File: config.mk
export PLATFORM = sky130hd
export DESIGN_NAME = nonce_byte_streamer
export DESIGN_NICKNAME = d
export VERILOG_FILES = /design/src/rtl/nbs_pkg.sv /design/src/rtl/nbs_ctl.sv /design/src/rtl/nbs_dp.sv /design/src/rtl/nonce_byte_streamer.sv
export SDC_FILE = /design/constraint.sdc
export NUM_CORES = 1
export LEC_CHECK = 0
export BUFFER_PORTS_ARGS = -buffer_cell sky130_fd_sc_hd__buf_4
export CAP_MARGIN = 10
export CORE_ASPECT_RATIO = 0.8
export CORE_UTILIZATION = 53
export CTS_CLUSTER_SIZE = 14
export DETAILED_ROUTE_END_ITERATION = 16
export PLACE_DENSITY = 0.71
export SLEW_MARGIN = 20
export SYNTH_ARGS = -nofsm -noshare
export SYNTH_HDL_FRONTEND = slang
export SYNTH_SLANG_ARGS = --single-unit
File: constraint.sdc
create_clock -name clk -period 2.7 [get_ports clk]
set_input_delay 0.405 -clock clk [delete_from_list [all_inputs] [get_ports clk]]
set_output_delay 0.405 -clock clk [all_outputs]
set_load 0.1 [all_outputs]
File: src/rtl/nbs_pkg.sv
package nbs_pkg;
  localparam int RES_BYTES = 4;
  localparam int RES_W     = RES_BYTES * 8;
  localparam int POS_W     = $clog2(RES_BYTES);
  localparam int SCAN_W    = 1 + RES_BYTES + 8;

  typedef struct packed {
    logic             pushEn;
    logic             popEn;
    logic             loadWord;
    logic             shiftEn;
    logic             wordValid;
    logic [POS_W-1:0] bytePos;
  } strobe_t;
endpackage

File: src/rtl/nbs_ctl.sv
module nbs_ctl
  import nbs_pkg::*;
#(
  parameter int DEPTH = 4
) (
  input  logic    clk,
  input  logic    rstN,
  input  logic    pushValid,
  input  logic    captureDr,
  input  logic    shiftDr,
  output strobe_t stb,
  output logic    overflow
);
  localparam int CNT_W = $clog2(DEPTH + 1);
  localparam logic [POS_W-1:0] LAST_POS = POS_W'(RES_BYTES - 1);

  logic [CNT_W-1:0] count;
  logic [POS_W-1:0] bytePtr;
  logic isFull, isEmpty;

  assign isFull  = (count == CNT_W'(DEPTH));
  assign isEmpty = (count == '0);

  always_comb begin
    stb.pushEn    = pushValid && !isFull;
    stb.loadWord  = captureDr;
    stb.wordValid = !isEmpty;
    stb.popEn     = captureDr && !isEmpty && (bytePtr == LAST_POS);
    stb.shiftEn   = shiftDr && !captureDr;
    stb.bytePos   = bytePtr;
  end

  always_ff @(posedge clk) begin
    if (!rstN) begin
      count    <= '0;
      bytePtr  <= '0;
      overflow <= 1'b0;
    end else begin
      count <= count + CNT_W'(stb.pushEn) - CNT_W'(stb.popEn);
      if (captureDr && !isEmpty)
        bytePtr <= (bytePtr == LAST_POS) ? '0 : bytePtr + 1'b1;
      if (pushValid && isFull)
        overflow <= 1'b1;
    end
  end

  AST_OVF_STICKY: assert property (@(posedge clk) disable iff (!rstN)
    overflow |=> overflow);
  AST_FULL_DROP: assert property (@(posedge clk) disable iff (!rstN)
    (pushValid && isFull) |=> overflow);
  AST_COUNT_BOUND: assert property (@(posedge clk) disable iff (!rstN)
    count <= CNT_W'(DEPTH));
  AST_PTR_HOLD: assert property (@(posedge clk) disable iff (!rstN)
    !captureDr |=> $stable(bytePtr));
  AST_POP_RESTART: assert property (@(posedge clk) disable iff (!rstN)
    stb.popEn |=> (bytePtr == '0));
endmodule

File: src/rtl/nbs_dp.sv
module nbs_dp
  import nbs_pkg::*;
#(
  parameter int DEPTH = 4
) (
  input  logic             clk,
  input  logic             rstN,
  input  strobe_t          stb,
  input  logic [RES_W-1:0] pushData,
  input  logic             tdi,
  output logic             tdo
);
  localparam int IDX_W = (DEPTH > 1) ? $clog2(DEPTH) : 1;
  localparam logic [IDX_W-1:0] LAST_IDX = IDX_W'(DEPTH - 1);

  logic [RES_W-1:0]  store [DEPTH];
  logic [IDX_W-1:0]  wrIdx, rdIdx;
  logic [SCAN_W-1:0] scanReg;
  logic [SCAN_W-1:0] framed;
  logic [7:0]        byteSel;
  logic [RES_BYTES-1:0] marker;
  logic [RES_W-1:0]  head;

  assign head = store[rdIdx];

  always_comb begin
    byteSel = '0;
    for (int b = 0; b < RES_BYTES; b++)
      if (stb.bytePos == POS_W'(b)) byteSel = head[b*8 +: 8];
  end

  assign marker = {RES_BYTES{1'b1}} >> stb.bytePos;
  assign framed = stb.wordValid ? {1'b1, marker, byteSel} : '0;

  always_ff @(posedge clk) begin
    if (stb.pushEn) store[wrIdx] <= pushData;
  end

  always_ff @(posedge clk) begin
    if (!rstN) begin
      wrIdx   <= '0;
      rdIdx   <= '0;
      scanReg <= '0;
    end else begin
      if (stb.pushEn) wrIdx <= (wrIdx == LAST_IDX) ? '0 : wrIdx + 1'b1;
      if (stb.popEn)  rdIdx <= (rdIdx == LAST_IDX) ? '0 : rdIdx + 1'b1;
      if (stb.loadWord)     scanReg <= framed;
      else if (stb.shiftEn) scanReg <= {tdi, scanReg[SCAN_W-1:1]};
    end
  end

  assign tdo = scanReg[0];

  AST_EMPTY_ZERO: assert property (@(posedge clk) disable iff (!rstN)
    (stb.loadWord && !stb.wordValid) |=> (scanReg == '0));
  AST_SHIFT_RIGHT: assert property (@(posedge clk) disable iff (!rstN)
    stb.shiftEn |=> (scanReg[SCAN_W-2:0] == $past(scanReg[SCAN_W-1:1])));
  AST_VALID_MARK: assert property (@(posedge clk) disable iff (!rstN)
    (stb.loadWord && stb.wordValid) |=>
      (scanReg[SCAN_W-1] && scanReg[8] && scanReg[8 +: RES_BYTES] != '0));
endmodule

File: src/rtl/nonce_byte_streamer.sv
module nonce_byte_streamer
  import nbs_pkg::*;
#(
  parameter int DEPTH = 4
) (
  input  logic        clk,
  input  logic        rstN,
  input  logic        pushValid,
  input  logic [31:0] pushData,
  input  logic        captureDr,
  input  logic        shiftDr,
  input  logic        tdi,
  output logic        tdo,
  output logic        overflow
);
  strobe_t stb;

  nbs_ctl #(.DEPTH(DEPTH)) uCtl (
    .clk(clk), .rstN(rstN), .pushValid(pushValid), .captureDr(captureDr),
    .shiftDr(shiftDr), .stb(stb), .overflow(overflow)
  );

  nbs_dp #(.DEPTH(DEPTH)) uDp (
    .clk(clk), .rstN(rstN), .stb(stb), .pushData(pushData),
    .tdi(tdi), .tdo(tdo)
  );
endmodule

==> results of run 1 <==
==> state kept, by name, summed over array words and instances, names as in the netlist, named ones only <==
signal and flops:
uDp.store 128, uDp.scanReg 13, uCtl.count 3, uCtl.bytePtr 2, uDp.rdIdx 2, uDp.wrIdx 2, uCtl.overflow 1
==> worst reg2reg max path, delay by kind of cell (launching register included) <==
| family | cells | cell delay (ps) |
|---|---|---|
| fa+ha+maj | 2 | 550 |
| compound gates | 1 | 500 |
| flops | 1 | 440 |
| xor+xnor | 2 | 270 |
| simple gates | 4 | 540 |
==> final timing paths <==
path	endpoint	from	slack, ps	depth (start not counted)
hold / removal	uDp.store[3][21]$_DFFE_PP_	pushData[21]	190	1
setup reg to reg	uCtl.count[2]$_SDFF_PN0_	uCtl.count[1]$_SDFF_PN0_	300	9
hold reg to reg	uCtl.overflow$_SDFFE_PN0P_	uCtl.overflow$_SDFFE_PN0P_	500	2
setup / recovery	uCtl.count[2]$_SDFF_PN0_	uCtl.count[1]$_SDFF_PN0_	300	9
==> layout make-up <==
type | count | area share [%]
clock inverter | 13 | 1.959
inverter | 7 | 0.3609
tap | 148 | 2.543
sequential | 153 | 59.68
multi-input combinational | 222 | 24.15
timing repair buffer | 52 | 5.362
clock buffer | 19 | 5.946
==> stage by stage <==
| stage | worst slack (ps) | util [%] | total power, W |
|---|---|---|---|
| 5_1_grt | 134.3 | 63.22 | 0.006201 |
| 6_report | 296.6 | 63.22 | 0.005981 |
| 4_1_cts | 277.1 | 63.22 | 0.006016 |
| 2_1_floorplan | 501.0 | - | 0.003468 |
| 3_5_place_dp | 301.4 | 58.22 | 0.003723 |
| 3_3_place_gp | 409.8 | 58.22 | 0.003699 |
==> cell usage after synthesis (all sizes together) <==
| library cell | number | area (µm²) |
|---|---|---|
| edfxtp | 128 | 3844 |
| mux2i | 54 | 540.5 |
| nor2 | 33 | 123.9 |
| o22ai | 26 | 168.9 |
| dfxtp | 25 | 500.5 |
| nor2b | 19 | 118.9 |
| buf | 11 | 87.58 |
| ha | 11 | 137.6 |
| clkbuf | 10 | 41.29 |
| nor3 | 10 | 50.05 |
| o21ai | 10 | 50.05 |
| a21oi | 9 | 45.04 |
| and2 | 9 | 56.30 |
| o221ai | 9 | 78.83 |
| mux4 | 8 | 180.2 |
| inv | 7 | 26.28 |
| nand2 | 4 | 15.01 |
| o311a | 3 | 30.03 |
| a21boi | 2 | 15.01 |
| xnor2 | 2 | 17.52 |
| a31oi | 1 | 6.260 |
| and2b | 1 | 7.510 |
| fa | 1 | 20.02 |
| nand2b | 1 | 6.260 |
| nand3b | 1 | 7.510 |
| nand4bb | 1 | 11.26 |
| nor3b | 1 | 7.510 |
| nor4 | 1 | 6.260 |
| o311ai | 1 | 16.27 |
| o31ai | 1 | 12.51 |
| or2 | 1 | 6.260 |
| or3b | 1 | 8.760 |
| or4b | 1 | 13.76 |
==> logic make-up (layout without fill, tap and decap cells) <==
group           after synthesis  after routing  share of synthesized area [%]
simple gates                 84             84                          7.019
mux                          62             62                          11.52
compound gates               62             62                          6.759
flops                       153            153                          69.43
buf+inv                      28             91                          2.480
fa+ha+maj                    12             12                          2.519
xor+xnor                      2              2                         0.2800
==> placed cells by master (no fill, tap or decap), drive strengths merged, types with 3 or more instances in the layout <==
cell type,count
o311a,3
mux2i,54
o21ai,10
and2,9
mux4,8
clkinv,4
inv,10
nor3,10
dfxtp,25
buf,52
o221ai,9
a21oi,9
clkbuf,19
nand2,4
nor2b,19
o22ai,26
clkinvlp,4
nor2,33
edfxtp,128
ha,11
==> report_power, final <==
part / leakage (nW) / switching, W / internal, W
Combinational: 0.802 / 0.000474 / 0.000291
Clock: 0.268 / 0.000939 / 0.00137
Sequential: 1.38 / 0.0000951 / 0.00282
==> per-layer routing <==
metal  routed length, µm  part of all wire, %  vias up  GRT usage [%]
met4                 129                  1.1        0          7.507
li1                    -                    -     1655              -
met5                   0                    0        -              0
met3                 628                  5.4       12          4.243
met2                5603                   48      105          31.89
met1                5359                   46     1746          29.56
==> impl_metrics.csv, run 1 <==
group,metric,value,unit
synth,yosys_warnings,0,
grt,antenna_found_initial,0,
timing,relSlewSlack,55.90,%
final_layout,multiInputGateArea,1758,µm²
clocking,clk_latency,420,ps
timing,hold_violations,0,
detailed_routing,drt-initial-drc-count,338,
synth,synth_cell_types,37,
synth,ys_ff_latch,153,
timing,finalCritPeriodShare,89.02,%
worst_setup_path,critical_path_arrival,2720,ps
worst_setup_path,cp_top_family,"adder cells",
die,dieArea,12250,µm²
die,die_x,123.5,µm
final_layout,nNetsFinal,503,
synth,yosysSeqAreaShare,69.43,%
timing,setup_viol,0,
clocking,cts_root_buf,"clkbuf_16",
timing,fin_worst_skew,16.87,ps
worst_setup_path,crit_type,"register to register",
final_layout,layout.cells.non_filler,614,
final_layout,diodes,0,
worst_setup_path,endpoint_kind,"register",
placed_design,dp_hpwl,7430,µm
clocking,clkTransAtPathRegs,70,ps
grt,grt_overflow,0,
timing,tns,0,ps
die,rows,35,
worst_setup_path,cp_max_fo,8,
synth,syn_area_per_cell,15.53,µm²
synth,syn_inst,403,
die,coreArea,11520,µm²
placed_design,post_dp_cell_area,6705,µm²
timing,holdWs,185.1,ps
timing,slew_violations,0,
detailed_routing,drcViolationCount,0,
final_layout,stdcell_area,7281,µm²
worst_setup_path,cp.buffers_inverters,0,
clocking,cts_buffer_depth,2,
detailed_routing,wl_per_cell,19.09,µm
placed_design,dp.cells,582,
grt,grt_pass1_vias,3452,
final_layout,syn2layout_area_growth,16.36,%
die,start_util,54.33,%
clocking,htree_levels,4,
final_layout,nFillCells,871,
worst_setup_path,slowest_delay,500,ps
power_and_ir_drop,powerDensity,821.4,nW/µm²
power_and_ir_drop,leakage,2.448,nW
die,io_pins,40,
clocking,cts_tree,"done",
clocking,cts_buffers,17,
synth,netlist_area,6257,µm²
detailed_routing,vias,3518,
worst_setup_path,cpMaxStageDelayCell,"a21boi_1",
hold_path,hold_path_class,"primary input to register",
detailed_routing,wl,11720,µm
final_layout,drive_above_1_share,20.60,%
clocking,cts_setup_buffers,0,
grt,grt_pass1_wl,18300,µm
placed_design,place.gp.congestion,0.7655,
timing,period_minus_slack,2403,ps
final_layout,seqCellArea,4345,µm²
timing,fmax,416.1,MHz
synth,syn_nets,453,
detailed_routing,ant_nets,0,
worst_setup_path,cp-start-kind,"register",
placed_design,port_buffers,39,
clocking,cts_hold_buffers,0,
worst_setup_path,crit_chain,"nor2_1 > a21boi_1 > or2_2 > nand2_1 > ha_1 > fa_1 > xnor2_1 > xnor2_1 > and2_1",
clocking,clkSinkCount,153,
grt,grt_max_degree,36,
die,die_y,99.19,µm
power_and_ir_drop,ir_drop,458.5,µV
worst_setup_path,critPathRequiredTime,3020,ps
timing,rsz0062_at_grt,"false",
detailed_routing,firstDrtPassIters,5,
timing,worst_pin_slew,660.0,ps
outcome,status,"finished clean",
job,drv_cap,0,
clocking,cts_resized,0,
grt,track_usage,20.78,%
worst_setup_path,cpMostUsedCell,"xnor2_1",
detailed_routing,routed_via_density,5.730,
Note: power is estimated with default switching activity, not from simulation.
==> run 2, diff against run 1 <==
==> constraint.sdc (replaced) <==
create_clock -name clk -period 2.7 [get_ports clk]
set_input_delay 0.27 -clock clk [delete_from_list [all_inputs] [get_ports clk]]
set_output_delay 0.27 -clock clk [all_outputs]
set_load 0.1 [all_outputs]
==> run 2 against run 1 <==
  * Critical path depth shrank 1
  * Clock power is essentially flat
  * Highest routed layer unchanged
  * Sequential power is essentially flat
  * Total power shrank 0.48%
  * Maximum frequency grew 8.7%
  * Final area shrank 0.33%
  * Non-clock buffer count shrank 3
  * Flip-flop and latch count is the same
  * Largest cell class unchanged
  * Register-to-register slack gained 190 ps
  * Combinational power grew 0.5%
==> impl_metrics.csv, run 2 (synthesis results as in run 1) <==
group,metric,value,unit
worst_setup_path,critical_path_arrival,2530,ps
worst_setup_path,crit_end,"uCtl.count[2]$_SDFF_PN0_",
worst_setup_path,reg2reg_slack,490,ps
die,die_x,123.5,µm
grt,grt_overflow,0,
final_layout,final_cell_mix,"edfxtp_1, mux2i_1, buf_4",
detailed_routing,vias,3476,
timing,fmax,452.2,MHz
worst_setup_path,cp-start-kind,"register",
final_layout,drive_above_1_share,19.44,%
power_and_ir_drop,leakage,2.426,nW
timing,tns,0,ps
final_layout,final_common_cell,"edfxtp_1",
power_and_ir_drop,swShare,25.05,%
clocking,htree_levels,4,
detailed_routing,wl,11850,µm
power_and_ir_drop,internal_power,0.004461,W
grt,grt_pass1_vias,3334,
clocking,clkTransAtPathRegs,60,ps
worst_setup_path,startpoint,"uCtl.count[1]$_SDFF_PN0_",
final_layout,reg_top3,"uDp.store x128, uDp.scanReg x13, uCtl.count x3",
clocking,clkSinkCount,153,
timing,slew_violations,0,
final_layout,regMostFlops,"uDp.store",
grt,antenna_found_initial,0,
timing,setup_slack,488.4,ps
timing,worst_pin_slew,644.1,ps
timing,period_minus_slack,2212,ps
placed_design,dp_hpwl,7188,µm
clocking,cts_buffer_depth,2,
clocking,cts_resized,0,
grt,grt_pass1_wl,18310,µm
placed_design,pre_cts_slack,499.9,ps
detailed_routing,drt-initial-drc-count,236,
hold_path,hold_path_class,"primary input to register",
die,io_pins,40,
detailed_routing,routed_via_density,5.689,
die,die_y,99.19,µm
clocking,clk_latency,420,ps
die,coreArea,11520,µm²
worst_setup_path,endpoint_kind,"register",
timing,fin_worst_skew,6.327,ps
final_layout,stdcell_area,7257,µm²
clocking,cts_tree,"done",
clocking,cts_buffers,17,
clocking,cts_root_buf,"clkbuf_16",
grt,grt_max_degree,47,
power_and_ir_drop,p_switching,0.001491,W
outcome,status,"finished clean",
timing,setup_viol,0,
worst_setup_path,reg2reg_from,"uCtl.count[1]$_SDFF_PN0_",
power_and_ir_drop,p_total,0.005952,W
detailed_routing,drcViolationCount,0,
final_layout,diodes,0,
detailed_routing,firstDrtPassIters,4,
timing,hold_violations,0,
final_layout,nNetsFinal,500,
worst_setup_path,crit_type,"register to register",
clocking,cts_hold_buffers,0,
power_and_ir_drop,powerDensity,820.2,nW/µm²
worst_setup_path,critPathRequiredTime,3020,ps
placed_design,post_dp_cell_area,6695,µm²
power_and_ir_drop,clock_power_share,38.2,%
die,start_util,54.33,%
clocking,cts_setup_buffers,0,
timing,rsz0062_at_grt,"false",
job,drv_cap,0,
timing,holdWs,44.04,ps
worst_setup_path,rr_worst_depth,8,
detailed_routing,wl_per_cell,19.39,µm
die,dieArea,12250,µm²
final_layout,syn2layout_area_growth,15.98,%
final_layout,nFillCells,859,
worst_setup_path,reg2reg_to,"uCtl.count[2]$_SDFF_PN0_",
power_and_ir_drop,p_seq_share,48.9,%
grt,track_usage,21.35,%
placed_design,place.gp.congestion,0.7692,
timing,relSlewSlack,56.97,%
worst_setup_path,cp_max_fo,5,
detailed_routing,ant_nets,0,
final_layout,largest_reg_flops,128,
placed_design,port_buffers,39,
die,rows,35,
power_and_ir_drop,ir_drop,588.2,µV
power_and_ir_drop,comb_power_share,12.9,%
timing,finalCritPeriodShare,81.91,%
[run 2: changes by cell type in the layout (fill, tap and decap cells not counted), sizes merged]
| cell | change |
|---|---|
| inv | -1 |
| buf | -3 |
| clkbuf | +1 |
[run 2: routing by layer]
| metal | vias up | share of wire (%) | global-route usage (%) |
|---|---|---|---|
| met5 | - | 0 | 0 |
| met4 | 0 | 1.4 | 8.434 |
| met3 | 15 | 4.9 | 6.365 |
| met2 | 87 | 47 | 30.68 |
| met1 | 1732 | 47 | 30.58 |
| li1 | 1642 | - | - |
[run 2: cell type report]
class	instances	area [µm²]	share of cell area [%]
clock inverters	12	125.1	1.724
flip-flops and latches	153	4345	59.88
clock buffers	20	436.7	6.017
multi-input cells	222	1758	24.22
repair buffers	49	380.4	5.241
inverters	7	26.28	0.3621
well taps	148	185.2	2.552
[run 2: through the flow]
step / std cells / utilization (%)
after floorplan: 403 / -
final: 611 / 63.01
after detailed placement: 579 / 58.13
after global routing: 611 / 63.01
after global placement: 579 / 58.13
after CTS: 611 / 63.01
[run 2: worst min path at each step]
stage,from,to,slack [ps],cells after the start
after floorplan,pushData[0],uDp.store[0][0]$_DFFE_PP_,370,0
after global placement,pushData[10],uDp.store[0][10]$_DFFE_PP_,470,1
after detailed placement,pushData[13],uDp.store[2][13]$_DFFE_PP_,470,1
after CTS,pushData[4],uDp.store[3][4]$_DFFE_PP_,30,1
after global routing,pushData[4],uDp.store[0][4]$_DFFE_PP_,20,1
final,pushData[4],uDp.store[1][4]$_DFFE_PP_,40,1
[run 2: worst max-delay path, cell delays in order (launching register included)]
cell and delay (ps):
dfxtp_1 360, o311ai_2 450, or2_2 220, nand2_1 50, ha_1 190, fa_1 390, xnor2_1 150, xnor2_1 130
and2_1 150
[run 2: power groups by stage]
| stage | logic, W | registers, W | clock network, W |
|---|---|---|---|
| global placement | 0.000748 | 0.00295 | 0 |
| detailed placement | 0.000770 | 0.00296 | 0 |
| floorplan | 0.000502 | 0.00297 | 0 |
| global route | 0.000844 | 0.00293 | 0.00239 |
| finish | 0.000769 | 0.00291 | 0.00227 |
| CTS | 0.000777 | 0.00291 | 0.00230 |
==> run 3, diff against run 2 <==
Settings changed: PLACE_DENSITY 0.71 to 0.74.
Clock period 2.7 ns to 2 ns, I/O delays scaled along.
==> run 3 against run 2 <==
  * Setup slack lost 430 ps
  * Flip-flop and latch count did not move
  * Combinational power is 52% higher
  * Critical path depth unchanged
  * Register-to-register slack worse by 430 ps
  * Worst hold slack better by 12 ps
  * Maximum frequency rose by 14%
  * Clock skew rose by 1.8 ps
  * Wire length is 3.9% higher
  * Critical path type unchanged
  * Critical endpoint unchanged
  * Largest cell class unchanged
  * Highest routed layer unchanged
==> impl_metrics.csv, run 3 (synthesis results as in run 1) <==
group,metric,value,unit
detailed_routing,wl_per_cell,18.76,µm
clocking,cts_buffers,17,
power_and_ir_drop,internal_power,0.006129,W
detailed_routing,vias,3658,
worst_setup_path,cp.buffers_inverters,0,
clocking,clkSinkCount,153,
die,start_util,54.33,%
hold_path,hold_start,"pushValid",
worst_setup_path,reg2reg_slack,60,ps
clocking,clk_latency,430,ps
grt,track_usage,22.26,%
timing,fin_worst_skew,8.133,ps
timing,slew_violations,0,
worst_setup_path,cpMaxStageDelayCell,"dfxtp_1",
worst_setup_path,cpMostUsedCell,"xnor2_1",
power_and_ir_drop,powerDensity,1053,nW/µm²
worst_setup_path,critical_path_arrival,2260,ps
timing,relSlewSlack,54.89,%
worst_setup_path,reg2reg_from,"uCtl.count[1]$_SDFF_PN0_",
grt,grt_max_degree,43,
hold_path,whs_path_depth,3,
detailed_routing,drt-initial-drc-count,349,
final_layout,final_cell_mix,"edfxtp_1, buf_4, mux2i_1",
job,drv_cap,0,
die,io_pins,40,
final_layout,nNetsFinal,545,
clocking,cts_buffer_depth,2,
final_layout,final_common_cell,"edfxtp_1",
final_layout,multiInputGateArea,1784,µm²
worst_setup_path,crit_chain,"o311ai_4 > or2_4 > nand2_1 > ha_1 > fa_2 > xnor2_1 > xnor2_1 > and2_1",
clocking,htree_levels,4,
grt,grt_pass1_vias,3602,
placed_design,port_buffers,39,
placed_design,post_dp_cell_area,6873,µm²
clocking,cts_tree,"done",
worst_setup_path,critPathRequiredTime,2320,ps
power_and_ir_drop,swShare,25.20,%
hold_path,min_to,"uCtl.overflow$_SDFFE_PN0P_",
detailed_routing,drcViolationCount,0,
power_and_ir_drop,p_switching,0.002065,W
final_layout,fin_util,67.55,%
die,die_y,99.19,µm
timing,fmax,515.6,MHz
worst_setup_path,endpoint_kind,"register",
final_layout,stdcell_area,7780,µm²
worst_setup_path,reg2reg_to,"uCtl.count[2]$_SDFF_PN0_",
placed_design,dp_hpwl,7500,µm
timing,finalCritPeriodShare,96.97,%
final_layout,syn2layout_area_growth,24.34,%
die,dieArea,12250,µm²
clocking,cts_root_buf,"clkbuf_16",
final_layout,seqCellArea,4347,µm²
worst_setup_path,slowest_delay,350,ps
worst_setup_path,cp_top_family,"adder cells",
detailed_routing,wl,12310,µm
final_layout,reg_top3,"uDp.store x128, uDp.scanReg x13, uCtl.count x3",
grt,grt_overflow,0,
grt,grtUsageMet1,30.60,%
timing,setup_slack,60.56,ps
final_layout,diodes,0,
worst_setup_path,rr_worst_depth,8,
timing,tns,0,ps
placed_design,pre_cts_slack,52.80,ps
power_and_ir_drop,ir_drop,678.9,µV
power_and_ir_drop,p_seq_share,48.0,%
power_and_ir_drop,comb_power_share,14.3,%
die,coreArea,11520,µm²
worst_setup_path,cp-start-kind,"register",
grt,top_usage_layer,"met2",
grt,grt_pass1_wl,19170,µm
timing,rsz0062_at_grt,"false",
die,die_x,123.5,µm
timing,setup_viol,0,
die,rows,35,
final_layout,largest_reg_flops,128,
power_and_ir_drop,clock_power_share,37.8,%
grt,grt_util_met2,33.30,%
final_layout,regMostFlops,"uDp.store",
outcome,status,"finished clean",
hold_path,hold_path_class,"primary input to register",
detailed_routing,routed_via_density,5.576,
power_and_ir_drop,leakage,2.653,nW
clocking,clkTransAtPathRegs,60,ps
grt,antenna_found_initial,0,
detailed_routing,firstDrtPassIters,4,
timing,hold_violations,0,
detailed_routing,ant_nets,0,
timing,worst_pin_slew,672.7,ps
worst_setup_path,cp_max_fo,3,
placed_design,place.gp.congestion,0.7826,
worst_setup_path,cp.depth,8,
final_layout,nFillCells,770,
worst_setup_path,crit_type,"register to register",
final_layout,drive_above_1_share,22.44,%
timing,period_minus_slack,1939,ps
grt,met3_usage,7.626,%
-- run 3: repair_timing --
action                                  CTS  global route
endpoints found under the setup margin    0             1
buffers inserted                          0             1
hold buffers                             32             0
hold endpoints to repair                128             0
resized for setup                         0             1
-- run 3: layout make-up --
type	count	area share, %
repair buffers	94	11.06
inverters	7	0.3377
clock inverters	15	1.946
multi-input cells	222	22.93
clock buffers	17	5.468
well taps	148	2.380
flip-flops and latches	153	55.87
-- run 3: through the flow --
stage / hold WS, ps / total power [W] / instances
3_3_place_gp: 396.8 / 0.005069 / 591
6_report: 55.96 / 0.008194 / 656
4_1_cts: 36.43 / 0.008237 / 655
2_1_floorplan: 298.9 / 0.004699 / 403
3_5_place_dp: 402.6 / 0.005108 / 591
5_1_grt: 59.77 / 0.008509 / 656
-- run 3: worst reg2reg max path, cell delays in order, from the launching register on --
cell and delay [ps]:
dfxtp_1 350, o311ai_4 320, or2_4 190, nand2_1 50, ha_1 180, fa_2 340, xnor2_1 140, xnor2_1 120
and2_1 140
-- run 3: worst max path at each step --
stage	slack, ps	start	endpoint
floorplan	-10	uCtl.count[2]$_SDFF_PN0_	uCtl.count[2]$_SDFF_PN0_
global route	10	uCtl.count[1]$_SDFF_PN0_	uCtl.count[2]$_SDFF_PN0_
global placement	80	uCtl.bytePtr[0]$_SDFFE_PN0P_	uCtl.count[2]$_SDFF_PN0_
finish	60	uCtl.count[1]$_SDFF_PN0_	uCtl.count[2]$_SDFF_PN0_
CTS	40	uCtl.bytePtr[0]$_SDFFE_PN0P_	uCtl.count[2]$_SDFF_PN0_
detailed placement	50	uCtl.count[2]$_SDFF_PN0_	uCtl.count[2]$_SDFF_PN0_
-- run 3: layer usage --
layer / vias to the layer above / wire (µm)
met3: 17 / 726
met1: 1785 / 5685
met4: 0 / 152
met5: - / 0
li1: 1743 / -
met2: 113 / 5741
-- run 3: power by group through the flow --
stage / Sequential (W) / Clock (W) / Combinational [W]
2_1_floorplan: 0.00400 / 0 / 0.000695
3_3_place_gp: 0.00398 / 0 / 0.00109
3_5_place_dp: 0.00399 / 0 / 0.00111
4_1_cts: 0.00393 / 0.00314 / 0.00117
5_1_grt: 0.00395 / 0.00329 / 0.00127
6_report: 0.00393 / 0.00309 / 0.00117
